**src/rtl/dmac_ctl_pkg.sv**
```systemverilog
package dmac_ctl_pkg;

    localparam int REG_W    = 8;
    localparam int NUM_CH   = 4;
    localparam int PAIR_N   = NUM_CH / 2;
    localparam int BIT_EN   = 7;
    localparam int BIT_SRST = 6;
    localparam int DBUF_LSB = 2;
    localparam int PRIO_LSB = 0;

    typedef enum logic [1:0] {
        ST_OFF   = 2'd0,
        ST_ON    = 2'd1,
        ST_DRAIN = 2'd2,
        ST_SRST  = 2'd3
    } ctl_state_t;

    typedef struct packed {
        logic [PAIR_N-1:0] dbuf;
        logic [1:0]        prio;
    } ctl_fields_t;

endpackage

```
**src/rtl/dmac_ctl_fsm.sv**
```systemverilog
module dmac_ctl_fsm
    import dmac_ctl_pkg::*;
#(
    parameter int RST_CYCLES = 4
) (
    input  logic       clk,
    input  logic       rst_n,
    input  logic       wr_en,
    input  logic       wr_en_bit,
    input  logic       wr_srst_bit,
    input  logic       buf_empty,
    output ctl_state_t state,
    output logic       abort_q,
    output logic       fields_we,
    output logic       fields_clr
);

    localparam int CNT_W = (RST_CYCLES > 1) ? $clog2(RST_CYCLES) : 1;
    localparam logic [CNT_W-1:0] CNT_LOAD = CNT_W'(RST_CYCLES - 1);

    ctl_state_t       state_nx;
    logic [CNT_W-1:0] cnt_q;

    // next-state decision
    always_comb begin
        state_nx = state;
        unique case (state)
            ST_OFF: begin
                if (wr_en && wr_srst_bit)
                    state_nx = ST_SRST;        // reset wins over enable
                else if (wr_en && wr_en_bit)
                    state_nx = ST_ON;
            end
            ST_ON: begin
                if (wr_en && !wr_en_bit)
                    state_nx = ST_DRAIN;
            end
            ST_DRAIN: begin
                if (buf_empty)
                    state_nx = ST_OFF;
            end
            ST_SRST: begin
                if (cnt_q == '0)
                    state_nx = ST_OFF;
            end
            default: state_nx = ST_OFF;
        endcase
    end

    // state register and reset-length counter
    always_ff @(posedge clk or negedge rst_n) begin
        if (!rst_n) begin
            state <= ST_OFF;
            cnt_q <= '0;
        end else begin
            state <= state_nx;
            if (state != ST_SRST && state_nx == ST_SRST)
                cnt_q <= CNT_LOAD;
            else if (state == ST_SRST && cnt_q != '0)
                cnt_q <= cnt_q - 1'b1;
        end
    end

    // outputs
    always_ff @(posedge clk or negedge rst_n) begin
        if (!rst_n)
            abort_q <= 1'b0;
        else
            abort_q <= (state == ST_ON) && wr_en && !wr_en_bit;
    end

    always_comb begin
        fields_clr = (state == ST_OFF) && wr_en && wr_srst_bit;
        fields_we  = wr_en && (state != ST_SRST) && !fields_clr;
    end

endmodule

```
**src/rtl/dmac_ctl_fields.sv**
```systemverilog
module dmac_ctl_fields
    import dmac_ctl_pkg::*;
(
    input  logic        clk,
    input  logic        rst_n,
    input  logic        we,
    input  logic        clr,
    input  ctl_fields_t wr_val,
    output ctl_fields_t q
);

    always_ff @(posedge clk or negedge rst_n) begin
        if (!rst_n)
            q <= '0;
        else if (clr)
            q <= '0;
        else if (we)
            q <= wr_val;
    end

endmodule

```
**src/rtl/dmac_ctl_dbuf_map.sv**
```systemverilog
module dmac_ctl_dbuf_map
    import dmac_ctl_pkg::*;
(
    input  logic [PAIR_N-1:0] pair_sel,
    output logic [NUM_CH-1:0] ch_dbuf
);

    for (genvar c = 0; c < NUM_CH; c++) begin : g_ch
        assign ch_dbuf[c] = pair_sel[c / 2];
    end

endmodule

```
**src/rtl/dmac_ctl_reg.sv**
```systemverilog
module dmac_ctl_reg
    import dmac_ctl_pkg::*;
#(
    parameter int RST_CYCLES = 4
) (
    input  logic              clk,
    input  logic              rst_n,
    input  logic              wr_en,
    input  logic [REG_W-1:0]  wdata,
    input  logic              rd_en,
    output logic [REG_W-1:0]  rdata,
    input  logic              buf_empty,
    output logic              ch_enable,
    output logic              abort_req,
    output logic              sw_rst,
    output logic [NUM_CH-1:0] dbuf_ch,
    output logic [1:0]        prio_mode
);

    ctl_state_t  state;
    ctl_fields_t fld_q;
    ctl_fields_t fld_wr;
    logic        fld_we;
    logic        fld_clr;
    logic        unused_rsv;

    assign unused_rsv    = ^wdata[5:4];
    assign fld_wr.dbuf   = wdata[DBUF_LSB +: PAIR_N];
    assign fld_wr.prio   = wdata[PRIO_LSB +: 2];

    dmac_ctl_fsm #(.RST_CYCLES(RST_CYCLES)) u_fsm (
        .clk        (clk),
        .rst_n      (rst_n),
        .wr_en      (wr_en),
        .wr_en_bit  (wdata[BIT_EN]),
        .wr_srst_bit(wdata[BIT_SRST]),
        .buf_empty  (buf_empty),
        .state      (state),
        .abort_q    (abort_req),
        .fields_we  (fld_we),
        .fields_clr (fld_clr)
    );

    dmac_ctl_fields u_fields (
        .clk   (clk),
        .rst_n (rst_n),
        .we    (fld_we),
        .clr   (fld_clr),
        .wr_val(fld_wr),
        .q     (fld_q)
    );

    dmac_ctl_dbuf_map u_map (
        .pair_sel(fld_q.dbuf),
        .ch_dbuf (dbuf_ch)
    );

    always_comb begin
        ch_enable = (state == ST_ON) || (state == ST_DRAIN);
        sw_rst    = (state == ST_SRST);
        prio_mode = fld_q.prio;
        rdata     = '0;
        if (rd_en) begin
            rdata[BIT_EN]                = ch_enable;
            rdata[BIT_SRST]              = sw_rst;
            rdata[DBUF_LSB +: PAIR_N]    = fld_q.dbuf;
            rdata[PRIO_LSB +: 2]         = fld_q.prio;
        end
    end

endmodule

```
**config.mk**
```make
export PLATFORM = sky130hd
export DESIGN_NAME = dmac_ctl_reg
export DESIGN_NICKNAME = d
export VERILOG_FILES = /design/src/rtl/dmac_ctl_pkg.sv /design/src/rtl/dmac_ctl_fsm.sv /design/src/rtl/dmac_ctl_fields.sv /design/src/rtl/dmac_ctl_dbuf_map.sv /design/src/rtl/dmac_ctl_reg.sv
export SDC_FILE = /design/constraint.sdc
export NUM_CORES = 1
export LEC_CHECK = 0
export BUFFER_PORTS_ARGS = -buffer_cell sky130_fd_sc_hd__buf_2
export CORE_AREA = 2 2 43 45
export CTS_BUF_LIST = sky130_fd_sc_hd__clkbuf_8
export DETAILED_ROUTE_END_ITERATION = 10
export DIE_AREA = 0 0 45 47
export PLACE_DENSITY = 0.75
export SYNTH_ARGS = -nofsm -noshare
export SYNTH_HDL_FRONTEND = slang
export SYNTH_SLANG_ARGS = --single-unit
```
**constraint.sdc**
```tcl
create_clock -name clk -period 1.4 [get_ports clk]
set_clock_uncertainty 0.1 [all_clocks]
set_input_delay 0.21 -clock clk [delete_from_list [all_inputs] [get_ports clk]]
set_output_delay 0.21 -clock clk [all_outputs]
set_load 0.02 [all_outputs]
```
==> results of run 1 <==
-- area by class of cell --
cell class | instances | area [µm²]
sequential | 9 | 225
timing repair buffer | 38 | 265
inverter | 5 | 18.8
multi-input combinational | 53 | 475
clock buffer | 3 | 41.3
fill | 127 | 601
tap | 17 | 21.3
clock inverter | 1 | 3.75
-- cell families (layout without fill, tap and decap cells) --
kind of cell             Yosys count  after routing  synth area share (%)
adder cells (fa/ha/maj)            6              6                  11.6
XOR/XNOR                           1              1                  1.35
flip-flops                         9              9                  34.8
AND/OR/NAND/NOR                   27             27                  22.8
AO/OA/AOI/OAI                     17             17                  21.3
buffers and inverters              9             47                  7.54
other                              1              2                 0.580
-- flip-flops by register name (all words and copies together), names as in the netlist --
signal	count
u_fsm.cnt_q	2
u_fsm.abort_q	1
u_fields.q	4
u_fsm.state	2
-- placed cells by master, fill, tap and decap left out, drive strengths merged, types with 2 or more instances in the layout --
cell | synthesis | layout
nand2b | 2 | 2
ha | 6 | 6
clkbuf | 0 | 3
nor2 | 3 | 3
nor2b | 2 | 2
o21ai | 2 | 2
buf | 4 | 37
inv | 5 | 6
o31ai | 2 | 2
a22o | 4 | 4
a21oi | 4 | 4
nand2 | 10 | 10
dfrtp | 9 | 9
conb | 1 | 2
and2 | 7 | 7
-- worst paths after layout --
check                          startpoint             end  slack, ns
setup reg to reg           u_fsm.state[1]  u_fsm.cnt_q[0]      -0.15
min in group asynchronous           rst_n  u_fsm.cnt_q[0]       0.26
max in group asynchronous           rst_n  u_fsm.state[1]       0.77
setup / recovery           u_fsm.state[1]  u_fsm.cnt_q[0]      -0.15
hold / removal                   wdata[2]   u_fields.q[2]       0.12
hold reg to reg             u_fields.q[0]   u_fields.q[0]       0.42
-- metrics by stage --
stage | hold slack [ns] | total power [mW]
5_1_grt | 0.110 | 2.66
2_1_floorplan | -0.186 | 1.30
3_3_place_gp | -0.0358 | 1.63
6_report | 0.118 | 2.48
3_5_place_dp | -0.0307 | 1.68
4_1_cts | 0.117 | 2.40
-- critical path: cells and delay by family (launching register included) --
kind | cells | cell delay (ns)
fa+ha+maj | 1 | 0.17
buf+inv | 2 | 0.21
flops | 1 | 0.39
compound gates | 4 | 0.57
-- repair_timing --
action,in CTS,in global routing
pin swaps,13,8
buffers inserted,7,0
hold endpoints to repair,9,0
resized for setup,24,4
hold buffers,1,0
setup endpoints to repair,11,12
-- power breakdown --
part / switching [mW] / internal [mW] / total (mW)
logic: 0.843 / 0.905 / 1.75
clock network: 0.0962 / 0.190 / 0.287
registers: 0.0796 / 0.362 / 0.442
total: 1.02 / 1.46 / 2.48
-- layer usage --
| layer | global-route usage (%) | part of all wire, % | routed length (µm) | up-vias |
|---|---|---|---|---|
| li1 | - | - | - | 305 |
| met1 | 16.9 | 40 | 625 | 274 |
| met2 | 31.4 | 51 | 798 | 26 |
| met3 | 5.00 | 7.0 | 110 | 4 |
| met4 | 11.8 | 1.9 | 29 | 0 |
| met5 | 0 | 0 | 0 | - |
==> metrics.txt, run 1 <==
top cell type's share of synthesized area 34.8%; Detail Route Antenna Nets 0; total gr overflow 0; CTS tree yes; ys async rst share between 90% and 100%; Routed WL 1.56 mm; largest net degree at the start of global routing 10; Yosys warnings 0; ranking of synthesized cells by area dfrtp_1 (35%), ha_1 (12%), and2_1 (5.8%); hold crit path type input port to flip-flop; root buffer cell clkbuf_8; Post-Route Utilization 63.6%; worst skew pair latency ~0.23 ns; count of different cell masters after synthesis 27; Worst setup EP type flip-flop; Synth area leader dfrtp_1; CP required 1.41 ns; DRT iter0 DRCs 5; most common library cells after synthesis nand2_1 (10), dfrtp_1 (9), and2_1 (6), ha_1 (6), inv_1 (5); Post-layout nets approximately 130; TNS Setup -1.01 ns; Final min period approximately 1.6 ns; fraction of layout cells with a size suffix above 1 56.9%; Rows 15; setup violation total in the final timing report 11; Max FO, Critical Path 4; most frequent cell after synthesis nand2_1; Critical Path Max Stage Delay between 0.3 and 0.4 ns; Area Overhead vs Synth 62.5%; Pleak 0.532 nW; Cell Pwr Density roughly 2400 mW/mm²; failing checks negative setup slack; Final Hold Vio Count 0; initial core utilization 39.2%; dpl cells around 120; number of global-route vias before repair 603; Placed Area 818 µm²; number of remaining DRC errors 0; Vias/cell 4.83; Pre-Repair DR Iteration Count 4; initial antenna violation count 0; fin worst setup slack -0.152 ns; DIE HEIGHT roughly 47 µm; Max Buffers Root-to-Sink 2; Tcrit/Tclk final 111%; Main synth FF type dfrtp_1; RSZ-0062 raised after global routing true; R2R depth 7; Finished Layout Cells between 100 and 150; CP max-delay cell dfrtp_1; DIE AREA 0.00212 mm²; Syn Inst Count 70; Post-Layout Inst Area approximately 0.0011 mm²; Critical Path AT about 1.6 ns; gr usage total around 17%; fmax about 640 MHz; EDFF count, synth 0; Mapped Area between 600 and 700 µm²; H-tree levels 1; CTS sink count 9; register area share after synthesis 34.8%; CP Launch Type flip-flop; Pins Over Slew Limit 0; crit path cell chain inv_2 > buf_6 > ha_4 > o21ba_4 > o21a_1 > a21oi_2 > a21oi_1; max-capacitance violation count 0; count of input and output buffers 25; DR vias 609; clock slew seen by the registers of the worst setup and hold paths 0.04 ns; core area 0.00165 mm²; first-pass GRT wire length 2.46 mm; post-DP HPWL 1.12 mm; Max VDD drop 0.964 mV; path type of the worst setup path flip-flop to flip-flop; Wirelength per Cell 12.4 µm; status finished with violations; die width 45 µm; cell count of the worst hold path 2; worst slack at placement -0.126 ns; Post-Syn Area per Cell 9.24 µm²; Placer Congestion 0.782; FF+latch count, synth 9; CTS buffer count 3; # diodes 0; I/O Pins 30
(Power assumes the default switching activity.)
==> run 2, diff against run 1 <==
CORE_AREA = 2 2 41 43   (was 2 2 43 45)
DIE_AREA = 0 0 43 45   (was 0 0 45 47)
PLACE_DENSITY = 0.79   (was 0.75)
clock period = 1.75 ns   (was 1.4 ns; I/O delays follow)
==> run 2 against run 1 <==
Net effect:
- non-clock buffer count decreased by 11
- combinational power down 51%
- largest power group unchanged
- critical path type is now flip-flop to output port
- global-route usage fell by 3.6 points
- sequential power decreased by 17%
- the run now ends clean
- design area decreased by 21%
- hold slack gained 0.048 ns
- via count shrank 6.7%
- sequential share of layout area grew 5.9 points
==> metrics.txt, run 2 (synthesized netlist as in run 1, its figures left out) <==
# diodes 0 (unchanged); Max FO, Critical Path 4 (unchanged); Finished Layout Cells 114 (-9.5%); highest metal used met4; Wirelength per Cell 11.1 µm (-11%); CP required 1.39 ns (-0.02 ns); hold crit path type input port to flip-flop; fmax between 500 and 600 MHz; root buffer cell clkbuf_8; Hold Path Sink u_fields.q[3]; DIE HEIGHT 45 µm (-4.3%); Routed WL 1.26 mm (-19%); initial core utilization 44.0% (+4.8 points); cell count of the worst hold path 2 (unchanged); Critical Path Max Stage Delay 0.40 ns (about the same); number of remaining DRC errors 0 (unchanged); Hold Crit Start wdata[3]; most frequent cells in the layout buf_2 (25), nand2_1 (10), dfrtp_1 (8), and2_1 (6), ha_1 (6); DIE AREA 0.00194 mm² (-8.5%); Vias/cell 4.98 (+3.1%); Area Overhead vs Synth 28.2%; dpl cells 108 (-6.1%); total gr overflow 0 (unchanged); post-DP HPWL 1.04 mm (-7.1%); crit path cell chain inv_2 > ha_1 > and2_1 > buf_2; beginning of the worst register-to-register path u_fsm.state[0]; I/O Pins 30 (unchanged); # fillers 134 (+5.5%); H-tree levels 1 (unchanged); largest registers u_fields.q: 4 flops, u_fsm.cnt_q: 2 flops, u_fsm.state: 2 flops; worst r2r dst u_fsm.cnt_q[0]; largest net degree at the start of global routing 10 (unchanged); CTS tree yes; DRT iter0 DRCs 9 (+4); Final min period approximately 1.7 ns; path type of the worst setup path flip-flop to output port; most common cell after layout, fill and taps aside buf_2; Final Hold Vio Count 0 (unchanged); Pleak 0.452 nW (-15%); Tcrit/Tclk final between 90% and 100%; Pre-Repair DR Iteration Count 4 (unchanged); Pins Over Slew Limit 0 (unchanged); CTS sink count 9 (unchanged); count of input and output buffers 25 (unchanged); number of global-route vias before repair 507 (-16%); Detail Route Antenna Nets 0 (unchanged); die width 43 µm (-4.4%); Placer Congestion 0.803 (+2.7%); Rows 14 (-1); met2 WL 613 µm (-23%); max-capacitance violation count 0 (unchanged); clock slew seen by the registers of the worst setup and hold paths 0.05 ns (about the same); Max VDD drop 0.780 mV (-19%); worst skew pair latency 0.23 ns (about the same); wire length on met3 102 µm (-7.3%); Post-layout nets 118 (-8.5%); gr usage total 13.7% (-3.6 points); wl on met1 534 µm (-15%); R2R depth 6 (-1); fraction of layout cells with a size suffix above 1 41.8% (-15 points); setup violation total in the final timing report 0 (-11); worst hold slack 0.166 ns (+0.0475 ns); number of flip-flops in the largest register 4 (unchanged); Critical Path AT 1.32 ns (-0.24 ns); TNS Setup 0 ns (+1.01 ns); DR vias 568 (-6.7%); Worst setup EP type output port; CP Launch Type flip-flop; CP max-delay cell dfrtp_1; Cell Pwr Density 1760 mW/mm² (-25%); first-pass GRT wire length 1.99 mm (-19%); status finished clean; initial antenna violation count 0 (unchanged); RSZ-0062 raised after global routing false; CTS buffer count 3 (unchanged); setup slack, reg-to-reg 0.12 ns (+0.27 ns); largest register by flop count u_fields.q; Max Buffers Root-to-Sink 2 (unchanged); core area 0.00147 mm² (-11%)
==> run 2: cell types whose count changed in the layout (fill, tap and decap cells not counted), sizes merged <==
cell | previous run | this run
buf | 37 | 26
==> run 2: where the power goes <==
part           internal (mW)  total [mW]  switching, mW
combinational          0.373       0.863          0.490
clock                  0.152       0.227         0.0752
sequential             0.292       0.367         0.0750
==> run 2: worst max path at each step <==
stage / from / slack (ns) / depth (start not counted) / to
after floorplan: u_fsm.state[0] / 0.25 / 3 / rdata[7]
after global placement: u_fsm.state[1] / 0.19 / 6 / u_fsm.cnt_q[0]
after detailed placement: u_fsm.state[0] / 0.16 / 6 / u_fsm.cnt_q[0]
after CTS: u_fsm.state[1] / 0.009 / 4 / rdata[7]
after global routing: u_fsm.state[1] / 0.02 / 3 / rdata[6]
final: u_fsm.state[0] / 0.07 / 4 / rdata[7]
==> run 2: what timing repair did <==
| item | in CTS | in global routing |
|---|---|---|
| resized for setup | 0 | 3 |
| hold endpoints to repair | 9 | 0 |
| cloned | 0 | 0 |
| buffers inserted | 1 | 0 |
| hold buffers | 1 | 0 |
| setup endpoints to repair | 1 | 2 |
==> run 2: worst max-delay path, delay by kind of cell, from the launching register on <==
| family | cells | cell delay (ns) |
|---|---|---|
| buf+inv | 2 | 0.23 |
| simple gates | 1 | 0.16 |
| flops | 1 | 0.40 |
| fa+ha+maj | 1 | 0.31 |
==> run 2: layout make-up <==
cell class / instances / area [µm²] / area share, %
clock buffer: 3 / 41.3 / 4.98
clock inverter: 1 / 3.75 / 0.452
inverter: 5 / 18.8 / 2.26
multi-input combinational: 53 / 377 / 45.4
sequential: 9 / 226 / 27.3
tap: 16 / 20.0 / 2.41
timing repair buffer: 27 / 143 / 17.2
==> run 2: metal layers <==
layer	GRT usage (%)	vias up
li1	-	285
met1	15.7	255
met2	25.8	26
met3	0.800	2
met4	7.27	0
met5	0	-
==> run 2: through the flow <==
stage                     total power [mW]  util, %  cell area, µm²  setup WS [ns]
final                                 1.46     56.4             830         0.0658
after global routing                  1.58     56.4             830         0.0196
after CTS                             1.46     56.3             828        0.00867
after detailed placement              1.21     52.0             766          0.163
after global placement                1.19     52.0             766          0.191
after floorplan                       1.02        -             651          0.252
==> run 3, diff against run 2 <==
CORE_AREA = 2 2 39 41   (was 2 2 41 43)
DIE_AREA = 0 0 41 43   (was 0 0 43 45)
PLACE_DENSITY = 0.76   (was 0.79)
SYNTH_HIERARCHICAL = 1   (was default)
clock period = 2.2 ns   (was 1.75 ns; I/O delays follow)
==> run 3 against run 2 <==
Net effect:
- first-iteration DRC count decreased by 67%
- via count decreased by 23%
- design area decreased by 17%
- wire length decreased by 15%
- sequential cell count unchanged
- largest power group unchanged
- highest routed layer unchanged
==> metrics.txt, run 3 <==
Post-CTS Setup Bufs 0 (-1); P_sw 452 µW (-29%); Pleak 0.393 nW (-13%); ranking of synthesized cells by area dfrtp_1 (42%), buf_4 (8.5%), mux2i_1 (7.5%); Critical Path Max Stage Delay 0.44 ns (+0.04 ns); Pins Over Slew Limit 0 (unchanged); Tcrit/Tclk final 78.8%; first-pass GRT wire length 1.59 mm (-20%); clock share of power 18.5% (+2.9 points); DIE AREA 0.00176 mm² (-8.9%); CP required 1.77 ns (+0.38 ns); Final Power 1.03 mW (-29%); Flop pwr share 30.2% (+5.0 points); core area 0.00138 mm² (-6.0%); largest registers u_fields/q: 4 flops, u_fsm/cnt_q: 2 flops, u_fsm/state: 2 flops; clock slew seen by the registers of the worst setup and hold paths 0.05 ns (about the same); CP max-delay cell dfrtp_1; Post-Layout Inst Area 686 µm² (-17%); total gr overflow 0 (unchanged); EDFF count, synth 0 (unchanged); Area Overhead vs Synth 28.9%; Yosys warnings 6 (+6); DR vias 435 (-23%); gr usage total 14.3% (+0.60 points); largest register by flop count u_fields/q; most frequent cell after synthesis dfrtp_1; Cell Pwr Density 1500 mW/mm² (-14%); path type of the worst setup path flip-flop to output port; count of input and output buffers 25 (unchanged); # diodes 0 (unchanged); number of remaining DRC errors 0 (unchanged); Crit. Startpoint u_fsm/state[0]; Detail Route Antenna Nets 0 (unchanged); post-cts sizing count 0 (unchanged); count of different cell masters after synthesis 22 (-19%); worst skew pair latency 0.23 ns (about the same); Syn Inst Count 54 (-23%); Placer Congestion 0.704 (-12%); initial core utilization 38.4% (-5.5 points); max-capacitance violation count 0 (unchanged); most frequent cells in the layout buf_2 (25), dfrtp_1 (9), and2_1 (6), inv_1 (5), nor2_1 (5); largest net degree at the start of global routing 10 (unchanged); Placed Area 631 µm² (-18%); Max VDD drop 0.440 mV (-44%); cell internal pwr 578 µW (-29%); CTS buffer count 3 (unchanged); Post-Syn Area per Cell 9.85 µm² (+6.6%); status finished clean; most common cell after layout, fill and taps aside buf_2; register area share after synthesis 42.4% (+7.5 points); FF+latch count, synth 9 (unchanged); Rows 14 (unchanged); Final min period 1.73 ns; initial antenna violation count 0 (unchanged); root buffer cell clkbuf_8; Max FO, Critical Path 7 (+3); fraction of layout cells with a size suffix above 1 38.5% (-3.4 points); CTS tree yes; Final Hold Vio Count 0 (unchanged); post-DP HPWL 753 µm (-28%); number of flip-flops in the largest register 4 (unchanged); die width 41 µm (-4.7%); Worst setup EP type output port; fin worst setup slack 0.467 ns (+0.402 ns); worst path buffer plus inverter count 1 (-1); Wirelength per Cell 11.4 µm (+3.3%); H-tree levels 1 (unchanged); CTS sink count 9 (unchanged); fmax 577 MHz; crit path cell chain ha_1 > and2_1 > buf_2; top cell type's share of synthesized area 42.4% (+7.5 points); Pre-Repair DR Iteration Count 2 (-2); Routed WL 1.08 mm (-15%); number of global-route vias before repair 372 (-27%); Post-layout nets 94 (-20%); Main synth FF type dfrtp_1; Vias/cell 4.63 (-7.1%); Max Buffers Root-to-Sink 2 (unchanged); ys async rst share 100% (unchanged); Hold Crit Start wdata[2]; combinational share of power 51.3% (-7.9 points); TNS Setup 0 ns (unchanged); cts hold-fix bufs 1 (unchanged); CP Launch Type flip-flop; Mapped Area 532 µm² (-18%); DIE HEIGHT 43 µm (-4.4%); Synth area leader dfrtp_1; Top Family by Delay on Critical Path flip-flops; beginning of the worst register-to-register path u_fsm/state[0]; setup violation total in the final timing report 0 (unchanged); RSZ-0062 raised after global routing false; hold crit path type input port to flip-flop; switching share of power 43.9% (-0.061 points); Critical Path AT 1.30 ns (-0.02 ns); worst slack at placement 0.721 ns (+0.558 ns); most common library cells after synthesis dfrtp_1 (9), and2_1 (6), buf_4 (6); I/O Pins 30 (unchanged); DRT iter0 DRCs 3 (-6)
-- run 3: cell types whose count changed in the layout (fill, tap and decap cells not counted), moves of 2 or more --
cell     change
a22o_1       -4
mux2i_1      +4
a21oi_1      -2
a21oi_2      -2
nor2_1       +2
nand2_1      -7
inv_2        -2
ha_1         -4
o31ai_1      -2
-- run 3: power by group through the flow --
| stage | combinational, mW | sequential [mW] | clock, mW |
|---|---|---|---|
| 2_1_floorplan | 0.415 | 0.325 | 0 |
| 3_3_place_gp | 0.513 | 0.309 | 0 |
| 3_5_place_dp | 0.526 | 0.309 | 0 |
| 4_1_cts | 0.536 | 0.310 | 0.198 |
| 5_1_grt | 0.588 | 0.323 | 0.206 |
| 6_report | 0.529 | 0.311 | 0.191 |
-- run 3: routing by layer --
layer,part of all wire (%),up-vias,wire length [µm],GRT usage (%)
met5,0,-,0,0
met4,0.84,0,9,12.0
met3,4.5,2,48,3.14
met2,54,13,580,22.2
met1,41,201,437,15.2
li1,-,219,-,-
-- run 3: final cells by class --
| cell class | count | area [µm²] |
|---|---|---|
| Timing Repair Buffer | 26 | 135 |
| Sequential cell | 9 | 225 |
| Fill cell | 131 | 698 |
| Inverter | 4 | 15.0 |
| Clock buffer | 3 | 41.3 |
| Tap cell | 16 | 20.0 |
| Clock inverter | 1 | 3.75 |
| Multi-Input combinational cell | 35 | 245 |
-- run 3: cell families after synthesis --
group                      synth area share (%)
other                                     0.705
buffers and inverters                      12.2
muxes                                      7.53
AOI/OAI and AO/OA                          7.29
adders and majority gates                  4.71
and+or+nand+nor                            23.5
xor gates and xnor gates                   1.65
DFF                                        42.4
-- run 3: stage by stage --
| step | instances | util, % | hold WS, ns |
|---|---|---|---|
| after detailed placement | 89 | 45.6 | 0.0935 |
| after global placement | 89 | 45.6 | 0.0882 |
| after CTS | 94 | 49.5 | 0.244 |
| after global routing | 94 | 49.5 | 0.262 |
| after floorplan | 55 | - | -0.0656 |
| final | 94 | 49.5 | 0.246 |
-- run 3: final timing paths --
path	end	slack [ns]	cells past startpoint
setup / recovery	rdata[7]	0.47	3
hold / removal	u_fields/q[2]	0.25	3
setup reg to reg	u_fields/q[3]	0.69	4
hold reg to reg	u_fsm/cnt_q[1]	0.42	2
max in group asynchronous	u_fields/q[1]	1.46	2
min in group asynchronous	u_fsm/state[0]	0.37	2
-- run 3: worst register-to-register path: stages, from the launching register on --
cell     delay (ns)
dfrtp_1        0.44
and2b_1        0.25
o21a_1         0.27
mux2i_1        0.27
nor2_1         0.06
